[config.mk]
export PLATFORM = sky130hd
export DESIGN_NAME = spi_host
export DESIGN_NICKNAME = d
export VERILOG_FILES = /design/src/rtl/spi_host_pkg.sv /design/src/rtl/spi_host_div.sv /design/src/rtl/spi_host_shift.sv /design/src/rtl/spi_host.sv
export SDC_FILE = /design/constraint.sdc
export NUM_CORES = 1
export LEC_CHECK = 0
export BUFFER_PORTS_ARGS = -buffer_cell sky130_fd_sc_hd__buf_4
export CAP_MARGIN = 20
export CORE_ASPECT_RATIO = 0.8
export CORE_MARGIN = 10
export CORE_UTILIZATION = 30
export DETAILED_ROUTE_END_ITERATION = 7
export MAX_ROUTING_LAYER = met4
export PLACE_DENSITY_LB_ADDON = 0.08
export SKIP_CTS_REPAIR_TIMING = 1
export SYNTH_ARGS = -nofsm -noshare
export SYNTH_HDL_FRONTEND = slang
export SYNTH_HIERARCHICAL = 1
export SYNTH_SLANG_ARGS = --single-unit
[constraint.sdc]
create_clock -name clk_i -period 3.25 [get_ports clk_i]
set_input_delay 0.8125 -clock clk_i [delete_from_list [all_inputs] [get_ports clk_i]]
set_output_delay 0.8125 -clock clk_i [all_outputs]
set_load 0.03 [all_outputs]
[src/rtl/spi_host_pkg.sv]
`timescale 1ns/1ps
package spi_host_pkg;
  localparam int unsigned AW = 5;

  localparam logic [AW-1:0] OFS_CTRL  = 5'h00;
  localparam logic [AW-1:0] OFS_STAT  = 5'h04;
  localparam logic [AW-1:0] OFS_SYS   = 5'h08;
  localparam logic [AW-1:0] OFS_TX    = 5'h0C;
  localparam logic [AW-1:0] OFS_RX    = 5'h10;
  localparam logic [AW-1:0] OFS_CTRL2 = 5'h14;

  localparam int unsigned STAT_BUSY = 0;
  localparam int unsigned STAT_RXF  = 2;
  localparam int unsigned SYS_EN    = 0;
  localparam int unsigned SYS_SWCS  = 5;
  localparam int unsigned SYS_LVL   = 6;

  localparam int unsigned N_W = 5;

  typedef struct packed {
    logic           cpha;
    logic           cpol;
    logic           pre_hi;
    logic [N_W-1:0] n;
  } ctrl_t;
endpackage

[src/rtl/spi_host_div.sv]
`timescale 1ns/1ps
module spi_host_div #(
  parameter int unsigned PRE_LO = 16,
  parameter int unsigned PRE_HI = 128,
  parameter int unsigned N_W    = 5
) (
  input  logic           clk_i,
  input  logic           rst_ni,
  input  logic           load_i,
  input  logic           run_i,
  input  logic           pre_hi_i,
  input  logic [N_W-1:0] n_i,
  output logic           half_tick_o
);
  localparam int unsigned PC_W = (PRE_HI > 2) ? $clog2(PRE_HI) : 1;
  localparam logic [PC_W-1:0] LIM_LO = PC_W'(PRE_LO - 1);
  localparam logic [PC_W-1:0] LIM_HI = PC_W'(PRE_HI - 1);

  logic [PC_W-1:0] pre_cnt;
  logic [N_W-1:0]  div_cnt, lat_n;
  logic            lat_hi;
  logic            pre_wrap, div_wrap;

  assign pre_wrap    = pre_cnt == (lat_hi ? LIM_HI : LIM_LO);
  assign div_wrap    = div_cnt == lat_n;
  assign half_tick_o = run_i && pre_wrap && div_wrap;

  always_ff @(posedge clk_i or negedge rst_ni) begin
    if (!rst_ni) begin
      pre_cnt <= '0;
      div_cnt <= '0;
      lat_n   <= '0;
      lat_hi  <= 1'b0;
    end else if (load_i) begin
      // rate captured at frame start
      pre_cnt <= '0;
      div_cnt <= '0;
      lat_n   <= n_i;
      lat_hi  <= pre_hi_i;
    end else if (run_i) begin
      pre_cnt <= pre_wrap ? '0 : pre_cnt + 1'b1;
      if (pre_wrap) div_cnt <= div_wrap ? '0 : div_cnt + 1'b1;
    end
  end
endmodule

[src/rtl/spi_host_shift.sv]
`timescale 1ns/1ps
module spi_host_shift #(
  parameter int unsigned DATA_W = 8
) (
  input  logic              clk_i,
  input  logic              rst_ni,
  input  logic              start_i,
  input  logic [DATA_W-1:0] tx_i,
  input  logic              cpol_i,
  input  logic              cpha_i,
  input  logic              half_tick_i,
  input  logic              miso_i,
  output logic              busy_o,
  output logic              done_o,
  output logic              sclk_o,
  output logic              mosi_o,
  output logic [DATA_W-1:0] rx_o
);
  localparam int unsigned EDGES = 2 * DATA_W;
  localparam int unsigned EW    = $clog2(EDGES);
  localparam logic [EW-1:0] LAST = EW'(EDGES - 1);

  logic [DATA_W-1:0] tx_sh, rx_sh, rx_nxt, rx_q;
  logic [EW-1:0]     edge_cnt;
  logic              busy_q, sclk_q, pha_q;
  logic              lead, smp, shf, last;

  assign lead   = !edge_cnt[0];
  assign last   = edge_cnt == LAST;
  assign smp    = pha_q ? !lead : lead;
  assign shf    = pha_q ? (lead && edge_cnt != '0) : !lead;
  assign rx_nxt = smp ? {rx_sh[DATA_W-2:0], miso_i} : rx_sh;

  always_ff @(posedge clk_i or negedge rst_ni) begin
    if (!rst_ni) begin
      busy_q   <= 1'b0;
      sclk_q   <= 1'b0;
      pha_q    <= 1'b0;
      edge_cnt <= '0;
      tx_sh    <= '0;
      rx_sh    <= '0;
      rx_q     <= '0;
    end else if (start_i) begin
      busy_q   <= 1'b1;
      sclk_q   <= cpol_i;
      pha_q    <= cpha_i;
      edge_cnt <= '0;
      tx_sh    <= tx_i;
    end else if (busy_q && half_tick_i) begin
      sclk_q   <= ~sclk_q;
      edge_cnt <= edge_cnt + 1'b1;
      rx_sh    <= rx_nxt;
      if (shf) tx_sh <= {tx_sh[DATA_W-2:0], 1'b0};
      if (last) begin
        busy_q <= 1'b0;
        rx_q   <= rx_nxt;
      end
    end
  end

  assign busy_o = busy_q;
  assign done_o = busy_q && half_tick_i && last;
  assign sclk_o = busy_q ? sclk_q : cpol_i;
  assign mosi_o = tx_sh[DATA_W-1];
  assign rx_o   = rx_q;
endmodule

[src/rtl/spi_host.sv]
`timescale 1ns/1ps
module spi_host
  import spi_host_pkg::*;
#(
  parameter int unsigned PRE_LO = 16,
  parameter int unsigned PRE_HI = 128,
  parameter int unsigned DATA_W = 8
) (
  input  logic          clk_i,
  input  logic          rst_ni,
  input  logic          bus_req_i,
  input  logic          bus_we_i,
  input  logic [AW-1:0] bus_addr_i,
  input  logic [31:0]   bus_wdata_i,
  output logic [31:0]   bus_rdata_o,
  output logic          sclk_o,
  output logic          mosi_o,
  input  logic          miso_i,
  output logic          cs_no
);
  ctrl_t             ctrl_q;
  logic [7:0]        sys_q;
  logic [31:0]       ctrl2_q;
  logic              rxf_q;
  logic              wr, rd, tx_go, stat_clr, rx_rd;
  logic              busy, done, half_tick, idle_pol;
  logic [DATA_W-1:0] rx_data;

  assign wr       = bus_req_i && bus_we_i;
  assign rd       = bus_req_i && !bus_we_i;
  assign tx_go    = wr && bus_addr_i == OFS_TX && !busy && sys_q[SYS_EN];
  assign stat_clr = wr && bus_addr_i == OFS_STAT && !bus_wdata_i[STAT_RXF];
  assign rx_rd    = rd && bus_addr_i == OFS_RX;
  assign idle_pol = ctrl_q.cpol;

  always_ff @(posedge clk_i or negedge rst_ni) begin
    if (!rst_ni) begin
      ctrl_q  <= '0;
      sys_q   <= '0;
      ctrl2_q <= '0;
      rxf_q   <= 1'b0;
    end else begin
      if (wr && bus_addr_i == OFS_CTRL)  ctrl_q  <= ctrl_t'(bus_wdata_i[7:0]);
      if (wr && bus_addr_i == OFS_SYS)   sys_q   <= bus_wdata_i[7:0];
      if (wr && bus_addr_i == OFS_CTRL2) ctrl2_q <= bus_wdata_i;
      // a finishing frame wins over any clear in the same cycle
      if (done)                      rxf_q <= 1'b1;
      else if (stat_clr || rx_rd)    rxf_q <= 1'b0;
    end
  end

  always_comb begin
    bus_rdata_o = '0;
    if (rd) begin
      case (bus_addr_i)
        OFS_CTRL:  bus_rdata_o[7:0] = ctrl_q;
        OFS_STAT: begin
          bus_rdata_o[STAT_BUSY] = busy;
          bus_rdata_o[STAT_RXF]  = rxf_q;
        end
        OFS_SYS:   bus_rdata_o[7:0] = sys_q;
        OFS_RX:    bus_rdata_o[DATA_W-1:0] = rx_data;
        OFS_CTRL2: bus_rdata_o = ctrl2_q;
        default:   bus_rdata_o = '0;
      endcase
    end
  end

  assign cs_no = !(sys_q[SYS_EN] && sys_q[SYS_SWCS] && !sys_q[SYS_LVL]);

  spi_host_div #(
    .PRE_LO (PRE_LO),
    .PRE_HI (PRE_HI),
    .N_W    (N_W)
  ) u_div (
    .clk_i       (clk_i),
    .rst_ni      (rst_ni),
    .load_i      (tx_go),
    .run_i       (busy),
    .pre_hi_i    (ctrl_q.pre_hi),
    .n_i         (ctrl_q.n),
    .half_tick_o (half_tick)
  );

  spi_host_shift #(
    .DATA_W (DATA_W)
  ) u_shift (
    .clk_i       (clk_i),
    .rst_ni      (rst_ni),
    .start_i     (tx_go),
    .tx_i        (bus_wdata_i[DATA_W-1:0]),
    .cpol_i      (ctrl_q.cpol),
    .cpha_i      (ctrl_q.cpha),
    .half_tick_i (half_tick),
    .miso_i      (miso_i),
    .busy_o      (busy),
    .done_o      (done),
    .sclk_o      (sclk_o),
    .mosi_o      (mosi_o),
    .rx_o        (rx_data)
  );
endmodule

Word-level counts from Yosys, hierarchy flattened
Index checks and enable logic that the tools add are counted.

Output and inout bits: 35. Bits of input ports: 42. Logic and storage cells: 99. Register bits: 98.

Reductions and logical operators: 38. Add/subtract/negate cells: 3. Eq/ne operators: 8. Bitwise gates (word level): 2. Muxes and demuxes: 30.

Operator list (count): $mux 32 (1); $mux 8 (4); $mux 7 (4); $mux 24 (1); $mux 5 (4); $pmux 5 s4 (1); $logic_and 1x1->1 (18); $reduce_bool 2->1 (6); $eq 5x4->1 const B (2); $eq 5x5->1 const B (2); $mux 1 (10); $pmux 1 s5 (2); $mux 4 (2); $reduce_and 2->1 (4); $add 7x1->7 const B (1); $eq 7x7->1 (1); $logic_not 1->1 (6); $add 5x1->5 const B (1); $eq 5x3->1 const B (1); $eq 5x5->1 (1); $logic_not 5->1 (1); $add 4x1->4 const B (1); $eq 4x4->1 const B (1); $pmux 1 s4 (1); 4 further kinds (5).

Logic depth before layout (Yosys ltp)
Gate-level depths: netlist (run 1).

Depth after elaboration: 7. Gate-level depth with buffers: 10. Gate-level depth less buffers: 7.

Modules after synthesis
Netlist (run 1), hierarchy kept.

Modules (own cells, without submodules): spi_host (times used 1, area each 2567.5 um2, seq. area each 1226.2 um2, cells each 198); spi_host_shift (times used 1, area each 1502.7 um2, seq. area each 775.7 um2, cells each 111); spi_host_div (times used 1, area each 908.4 um2, seq. area each 450.4 um2, cells each 85).

Worst setup path after synthesis (run 1)
Ideal clock, no wire load.

Kind: in2out. Start: in bus_addr_i[2]. End: out bus_rdata_o[1]. Path buffers: 3. Stages: 6. Path slack: 262 ps. Data arrival time: 2175 ps. Data required time: 2438 ps. Cell sequence: clkbuf_1 -> buf_2 -> and3_1 -> clkbuf_1 -> nand2_1 -> a21oi_1.

Longest elaborated chain between the ends: 3. Elaborated cells on any way between the ends: 6. Classes of those cells: eq/ne (3); mux (2); reduce/logical (1).

RTL lines: start, declared (RTL line spi_host.sv:13) `input logic [AW-1:0] bus_addr_i,`; $eq 5x5->1 (tied with other cells) (RTL line spi_host.sv:55) `case (bus_addr_i)`; $pmux 1 s4 (*) (RTL line spi_host.sv:55); $mux 32 (*) (RTL line spi_host.sv:54) `if (rd) begin`; end, declared (RTL line spi_host.sv:15) `output logic [31:0] bus_rdata_o,`.

Mark *: on every way between the ends. The rest lies on a longest branch, timed or not.

Worst setup path after layout (run 1)
Start: in bus_addr_i[1]. End: out bus_rdata_o[14].

Longest elaborated chain between the ends: 3.

RTL lines (RTL line): $eq 5x5->1 (spi_host.sv:55); $mux 24 (spi_host.sv:55); $mux 32 (spi_host.sv:54).

No other way between the ends.

==> reports/results.tsv, run 1 <==
metric	value	unit
most frequent cell after synthesis	dfrtp_1	
Clock Sinks	98	
initial DRC count	162	
Worst Reg-to-Reg Cells	6	
cell taking the most area after synthesis	dfrtp_1	
Fillers	1632	
endpoints failing setup	0	
Worst setup EP type	primary output	
worst reg2reg path endpoint	u_shift/rx_sh[5]	
RSZ-0062 raised after global routing	false	
Total Routing Usage GR	11.4	%
DRC	0	
Pins Over Slew Limit	0	
RR Startpoint	u_div/lat_hi	
Tcrit/Tclk final	95.0	%
Max Freq	324	MHz
final wirelength	11900	µm
WP data required	2.44	ns
die area	0.0222	mm²
CP Buf/Inv Count	3	
Core Area	0.0164	mm²
worst-path fanout max	16	
Worst-path clk slew	0.07	ns
Overflow after GRT	0	
pwr dens	419	mW/mm²
Syn Inst Count	394	
Distinct cells, synth	54	
NumNets Final	526	
asr flop ratio synth	100	%
Tightest Pin Transition	0.481	ns
clock skew	0.00717	ns
Max stage delay on crit path	0.30	ns
share of cells above drive strength 1	46.4	%
Clock Latency Late Sink	0.36	ns
ant diodes	0	
setup TNS	0	ns
Die Ht	135	µm
Avg Cell Area, Syn	12.6	µm²
Yosys Warn Count	6	
Seq/Total Area, Yosys	49.3	%
Tot Pwr	2.55	mW
Slew Limit Headroom	68.0	%
commonest cells in the netlist	98 x dfrtp_1, 69 x mux2_2, 30 x mux2_4	
I/O pin count	77	
Yosys top cell area share	49.3	%
hold_ws	0.417	ns
total iterations of the first detailed-routing run	5	
Worst EP arrival	2.27	ns
GP Congestion	0.791	
top cells by area, synth	dfrtp_1 49%, mux2_2 16%, mux2_4 9.0%	
min-delay worst type	in2async	
Root Driver	clkbuf_16	
Max Root-Sink Buffers	2	
DPL Wire Length	8930	µm
multi-input logic area	0.00236	mm²
layout overhead on the synthesized area	22.3	%
pin count of the biggest net entering global routing	37	
Worst setup SP type	primary input	
crit-path leading delay family	simple AND/OR/NAND/NOR gates	
status	complete, no violations	
Syn Nets	440	
Num CTS Buffers	9	
Via-to-Cell Ratio	4.64	
average wire per standard cell	16.9	µm
CP Class	in2out	
Die Wd	164	µm
max_cap viols	0	
Synth Flop Type	dfrtp_1	
min Tclk post-route	3.09	ns
cell row count	42	
DR vias	3270	
I/O Buffers	76	
Register Area	0.00245	mm²
initial core utilization	30.4	%
WP depth	7	
CTS tree	built	
first-pass GRT wire length	19000	µm
synthesis-stage register bit count	98	
H-tree depth	3	
Post-synth EDFFs	0	
final antenna-violating net count	0	
leakage power	2.84	nW
CP Cell Sequence	buf_4 > or2_1 > nor3b_1 > and3_1 > buf_4 > and2_1 > buf_4	
initial antenna violation count	0	
Critical Path Most Common Cell	buf_4	
flop-to-flop setup slack	0.55	ns
slowest stage cell on the critical path	or2_1	
final hold vios	0	
vias in the first global route	3330	
Synth Cell Area	0.00498	mm²
Peak supply drop	0.000250	V
## worst max path at each step
stage / from / to / slack (ns)
after CTS: bus_addr_i[1] / bus_rdata_o[16] / 0.15
after global routing: bus_addr_i[1] / bus_rdata_o[12] / 0.03
after detailed placement: bus_addr_i[1] / bus_rdata_o[16] / 0.15
after global placement: bus_addr_i[1] / bus_rdata_o[1] / 0.18
final: bus_addr_i[1] / bus_rdata_o[14] / 0.16
after floorplan: bus_addr_i[2] / bus_rdata_o[1] / 0.26
## worst register-to-register path, stage by stage (launching register included)
cell and delay [ns]:
dfrtp_1 0.44, or4_4 0.55, a21oi_1 0.23, and2_1 0.31, nand2_2 0.20, nor3b_4 0.46, mux2_2 0.39
## state kept, by name, indices dropped and copies added (netlist names)
register          cells
rxf_q                 1
u_div/lat_n           5
u_shift/tx_sh         8
u_shift/sclk_q        1
ctrl_q                7
ctrl2_q              32
u_div/div_cnt         5
u_shift/pha_q         1
u_shift/edge_cnt      4
u_shift/rx_o          8
idle_pol              1
u_shift/busy_o        1
u_shift/rx_sh         8
u_div/pre_cnt         7
u_div/lat_hi          1
sys_q                 8
## final cells by class
class	instances	area share (%)
multi-input cells	270	38.7
clock buffers	11	3.82
repair buffers	93	11.7
clock inverters	5	0.514
flip-flops and latches	98	40.3
well taps	220	4.52
inverters	8	0.493
## layout by cell type (no fill, tap or decap), drive strengths merged, types with 8 or more instances in the layout
cell type and n:
a21oi 14, clkbuf 11, buf 93, mux2 99
nand3 8, nor2 17, dfrtp 98, o21ai 13
nand2 23, and2 27, inv 8
## through the flow
stage / worst slack (ns) / std cells / area (µm²) / utilization [%]
after floorplan: 0.262 / 394 / 4980 / -
after detailed placement: 0.151 / 689 / 5830 / 35.5
final: 0.163 / 705 / 6090 / 37.1
after global routing: 0.0341 / 705 / 6090 / 37.1
after CTS: 0.153 / 705 / 6090 / 37.1
after global placement: 0.184 / 689 / 5830 / 35.5
## layer usage
metal  vias to the layer above  routed length (µm)  GRT usage [%]
met5                         -                   0              -
met4                         0                 186           4.16
met2                        68                5140           16.4
li1                       1572                   -              -
met3                        16                 561           3.52
met1                      1614                6060           14.8
## cells by family after synthesis
family,count (synthesis),share of synthesized area (%)
buf+inv,26,3.49
compound gates,50,6.63
simple gates,104,12.3
mux,99,24.7
fa+ha+maj,4,1.01
xor+xnor,13,2.66
flops,98,49.3
## power breakdown
part	switching, mW	internal [mW]
clock	0.463	0.517
sequential	0.0475	1.30
combinational	0.0868	0.138
No activity file was read; power rests on OpenSTA's default activity.
==> run 2: changes to the inputs <==
==> constraint.sdc (replaced) <==
create_clock -name clk_i -period 3.95 [get_ports clk_i]
set_input_delay 0.9875 -clock clk_i [delete_from_list [all_inputs] [get_ports clk_i]]
set_output_delay 0.9875 -clock clk_i [all_outputs]
set_load 0.03 [all_outputs]
==> run 2 against run 1 <==
Effect of this change:
- core utilization fell by 0.12 points
- first-iteration DRC count rose by 38%
- power fell by 15%
- combinational power fell by 20%
- clock power fell by 10%
- sequential share of layout area rose by 0.13 points
- routed wire length rose by 0.85%
- final area fell by 0.33%
- critical path depth did not move
- sequential power fell by 18%
- die area did not move
==> reports/results.tsv, run 2 (synthesis gave the netlist of run 1 again) <==
metric	value	unit
status	complete, no violations	
Max Freq	290	MHz
WP data required	2.96	ns
Num CTS Buffers	9	
WP depth	7	
final antenna-violating net count	0	
Worst setup SP type	primary input	
Worst setup EP type	primary output	
average wire per standard cell	17.3	µm
Core Area	0.0164	mm²
flop-to-flop setup slack	1.11	ns
I/O pin count	77	
Tot Pwr	2.17	mW
Clock Sinks	98	
Tcrit/Tclk final	87.4	%
initial antenna violation count	0	
Clock Latency Late Sink	0.35	ns
Worst-path clk slew	0.06	ns
Clock Power Share	40.6	%
met3 usage	3.22	%
switching pwr	0.486	mW
setup TNS	0	ns
pwr dens	358	mW/mm²
critical path endpoint	bus_rdata_o[1]	
CP Buf/Inv Count	3	
layout overhead on the synthesized area	21.9	%
Overflow after GRT	0	
DRC	0	
Via-to-Cell Ratio	4.69	
Flop pwr share	51.1	%
sw frac	22.4	%
min Tclk post-route	3.45	ns
Tightest Pin Transition	0.607	ns
most common cell after layout, fill and taps aside	dfrtp_1	
most frequent cells in the layout	98 x dfrtp_1, 85 x buf_4, 69 x mux2_2	
Die Wd	164	µm
CP Class	in2out	
initial DRC count	224	
Pins Over Slew Limit	0	
slowest stage cell on the critical path	nor3b_1	
clock skew	0.00376	ns
CP Cell Sequence	buf_4 > or2_1 > nor3b_1 > o21ai_0 > buf_4 > a21oi_1 > buf_4	
worst-path fanout max	6	
global routing's busiest layer	met2	
I/O Buffers	76	
Root Driver	clkbuf_16	
final wirelength	12000	µm
Top reg by flops	ctrl2_q	
die area	0.0222	mm²
Register Area	0.00245	mm²
DP Area	0.00577	mm²
Total Routing Usage GR	11.4	%
Worst Reg-to-Reg Cells	6	
grt met2 use	16.8	%
Max Root-Sink Buffers	2	
pin count of the biggest net entering global routing	45	
RR Startpoint	u_div/pre_cnt[5]	
min-delay worst type	reg2reg	
vias in the first global route	3455	
initial core utilization	30.4	%
post-placement cell count	682	
NumNets Final	519	
first-pass GRT wire length	19400	µm
Critical Path Most Common Cell	buf_4	
Peak supply drop	0.000203	V
share of cells above drive strength 1	45.8	%
max_cap viols	0	
Final Non-Filler Cells	698	
Worst EP arrival	2.47	ns
RSZ-0062 raised after global routing	false	
leakage power	2.82	nW
cell row count	42	
Final Instance Area	0.00607	mm²
DPL Wire Length	8820	µm
met1 usage	15.0	%
Fillers	1657	
worst reg2reg path endpoint	u_shift/rx_o[5]	
Die Ht	135	µm
Max stage delay on crit path	0.31	ns
DR vias	3274	
ant diodes	0	
final hold vios	0	
crit-path leading delay family	simple AND/OR/NAND/NOR gates	
multi-input logic area	0.00236	mm²
total iterations of the first detailed-routing run	4	
GP Congestion	0.812	
Crit. Startpoint	bus_addr_i[1]	
CTS tree	built	
Comb pwr share	8.4	%
endpoints failing setup	0	
max reg flops	32	
Int Pwr	1.69	mW
H-tree depth	3	
Slew Limit Headroom	59.3	%
[run 2: cell count changes in the layout (fill, tap and decap cells not counted)]
cell / previous run / this run
bufinv_16: 0 / 1
clkbuf_8: 0 / 1
clkinvlp_4: 1 / 0
buf_4: 92 / 85
clkbuf_1: 2 / 1
[run 2: metal layers]
layer	up-vias	part of all wire, %	wire, µm
li1	1566	-	-
met1	1625	50	6050
met2	73	44	5270
met3	10	5.0	601
met4	0	1.1	131
met5	-	0	0
[run 2: layout make-up]
type / instances / share of cell area (%)
sequential: 98 / 40.4
tap: 220 / 4.53
clock inverter: 5 / 0.886
multi-input combinational: 270 / 38.8
timing repair buffer: 86 / 10.8
clock buffer: 11 / 4.00
inverter: 8 / 0.495
[run 2: worst min-delay path by stage]
stage                        endpoint        start  depth (start not counted)
after CTS                 ctrl2_q[25]  ctrl2_q[25]                          1
after floorplan           ctrl2_q[10]  ctrl2_q[10]                          1
final                     ctrl2_q[25]  ctrl2_q[25]                          1
after global routing      ctrl2_q[17]  ctrl2_q[17]                          1
after detailed placement  ctrl2_q[21]  ctrl2_q[21]                          1
after global placement    ctrl2_q[21]  ctrl2_q[21]                          1
[run 2: power by group through the flow]
stage,combinational (mW),sequential [mW],clock (mW)
floorplan,0.109,1.11,0
global placement,0.183,1.13,0
detailed placement,0.184,1.13,0
CTS,0.186,1.11,0.920
global route,0.199,1.12,0.959
finish,0.181,1.11,0.881
[run 2: stage by stage]
step,worst slack (ns),hold WS [ns],util (%)
after global placement,0.521,0.483,35.2
after floorplan,0.612,0.472,-
after global routing,0.360,0.512,37.0
after detailed placement,0.493,0.484,35.2
after CTS,0.484,0.502,37.0
final,0.497,0.501,37.0
==> run 3: changes to the inputs <==
==> constraint.sdc (replaced) <==
create_clock -name clk_i -period 3.95 [get_ports clk_i]
set_input_delay 0.9875 -clock clk_i [delete_from_list [all_inputs] [get_ports clk_i]]
set_output_delay 0.9875 -clock clk_i [all_outputs]
set_load 0.05 [all_outputs]
==> run 3 against run 2 <==
Effect of this change:
- hold slack lost 0.0014 ns
- clock skew increased by 0.0019 ns
- clock power up 6.0%
- routed wire length is 0.66% lower
- clock-buffer cell count stayed put
- critical path type unchanged
- largest power group unchanged
==> reports/results.tsv, run 3 (synthesis gave the netlist of run 1 again) <==
metric	value	unit
Comb pwr share	8.2	%
pin count of the biggest net entering global routing	45	
Int Pwr	1.74	mW
NumNets Final	519	
Slew Limit Headroom	55.8	%
initial antenna violation count	0	
Die Wd	164	µm
CTS tree	built	
Die Ht	135	µm
Critical Path Most Common Cell	buf_4	
DR vias	3233	
CP Buf/Inv Count	2	
max reg flops	32	
total iterations of the first detailed-routing run	4	
die area	0.0222	mm²
WP data required	2.96	ns
multi-input logic area	0.00236	mm²
CP Class	in2out	
crit-path leading delay family	simple AND/OR/NAND/NOR gates	
Worst setup SP type	primary input	
vias in the first global route	3468	
slowest stage cell on the critical path	nor2_1	
setup TNS	0	ns
cell row count	42	
Clock Power Share	42.0	%
min Tclk post-route	3.44	ns
Worst setup EP type	primary output	
Tot Pwr	2.23	mW
I/O Buffers	76	
most common cell after layout, fill and taps aside	dfrtp_1	
min-delay worst type	reg2reg	
initial core utilization	30.4	%
Tcrit/Tclk final	87.2	%
pwr dens	366	mW/mm²
Total Routing Usage GR	11.6	%
Via-to-Cell Ratio	4.65	
initial DRC count	183	
GP Congestion	0.813	
Tightest Pin Transition	0.659	ns
Clock Sinks	98	
Flop pwr share	49.8	%
clock skew	0.00566	ns
Root Driver	clkbuf_16	
first-pass GRT wire length	19500	µm
RSZ-0062 raised after global routing	false	
max_cap viols	0	
Core Area	0.0164	mm²
Worst-path clk slew	0.06	ns
Overflow after GRT	0	
final wirelength	12000	µm
ant diodes	0	
Max Freq	290	MHz
most frequent cells in the layout	98 x dfrtp_1, 85 x buf_4, 69 x mux2_2	
layout overhead on the synthesized area	22.2	%
Worst EP arrival	2.46	ns
Num CTS Buffers	9	
CP Cell Sequence	buf_4 > or2_1 > nor2_1 > a22oi_1 > a21oi_1 > buf_4	
Max stage delay on crit path	0.44	ns
Clock Latency Late Sink	0.35	ns
DPL Wire Length	8730	µm
average wire per standard cell	17.2	µm
hold_ws	0.500	ns
sw frac	21.7	%
worst-path fanout max	7	
Peak supply drop	0.000217	V
Fillers	1633	
share of cells above drive strength 1	45.6	%
Top reg by flops	ctrl2_q	
Register Area	0.00245	mm²
switching pwr	0.482	mW
leakage power	2.82	nW
final hold vios	0	
final antenna-violating net count	0	
I/O pin count	77	
DRC	0	
endpoints failing setup	0	
H-tree depth	3	
Pins Over Slew Limit	0	
Max Root-Sink Buffers	2	
status	complete, no violations	
==> run 3: cell count changes in the layout (fill, tap and decap cells not counted) <==
cell and change:
bufinv_16 +1, clkinv_2 -2, clkinv_4 -1
==> run 3: layout make-up <==
cell class	instances	area share, %
Tap cell	220	4.53
Clock buffer	11	3.99
Timing Repair Buffer	86	10.8
Sequential cell	98	40.3
Inverter	8	0.494
Multi-Input combinational cell	270	38.8
Clock inverter	3	1.07
==> run 3: worst paths after layout <==
kind                                  startpoint               end  slack (ns)  depth (start not counted)
max in group asynchronous                 rst_ni          sys_q[4]        2.50                          2
worst max-delay path               bus_addr_i[1]    bus_rdata_o[1]        0.51                          6
min in group asynchronous                 rst_ni  u_div/pre_cnt[4]        0.63                          1
worst min register to register       ctrl2_q[30]       ctrl2_q[30]        0.50                          1
worst max register to register  u_div/div_cnt[3]   u_shift/rx_o[6]        1.04                          7
worst min-delay path                 ctrl2_q[30]       ctrl2_q[30]        0.50                          1
==> run 3: per-stage QoR <==
| stage | area [µm²] | utilization [%] | std cells | setup slack [ns] |
|---|---|---|---|---|
| CTS | 6080 | 37.1 | 696 | 0.493 |
| floorplan | 4980 | - | 394 | 0.332 |
| global route | 6080 | 37.1 | 696 | 0.356 |
| detailed placement | 5770 | 35.2 | 682 | 0.503 |
| global placement | 5770 | 35.2 | 682 | 0.502 |
| finish | 6080 | 37.1 | 696 | 0.507 |
==> run 3: layer usage <==
layer	wire length, µm	vias to the layer above	track usage, %
met1	6130	1600	15.4
li1	-	1558	-
met4	150	0	3.57
met5	0	-	-
met3	472	11	3.10
met2	5220	64	16.8
==> run 3: power by group through the flow <==
stage | sequential, mW | clock (mW) | combinational [mW]
2_1_floorplan | 1.11 | 0 | 0.110
3_3_place_gp | 1.13 | 0 | 0.185
3_5_place_dp | 1.13 | 0 | 0.186
4_1_cts | 1.11 | 0.982 | 0.187
5_1_grt | 1.12 | 1.01 | 0.201
6_report | 1.11 | 0.934 | 0.182
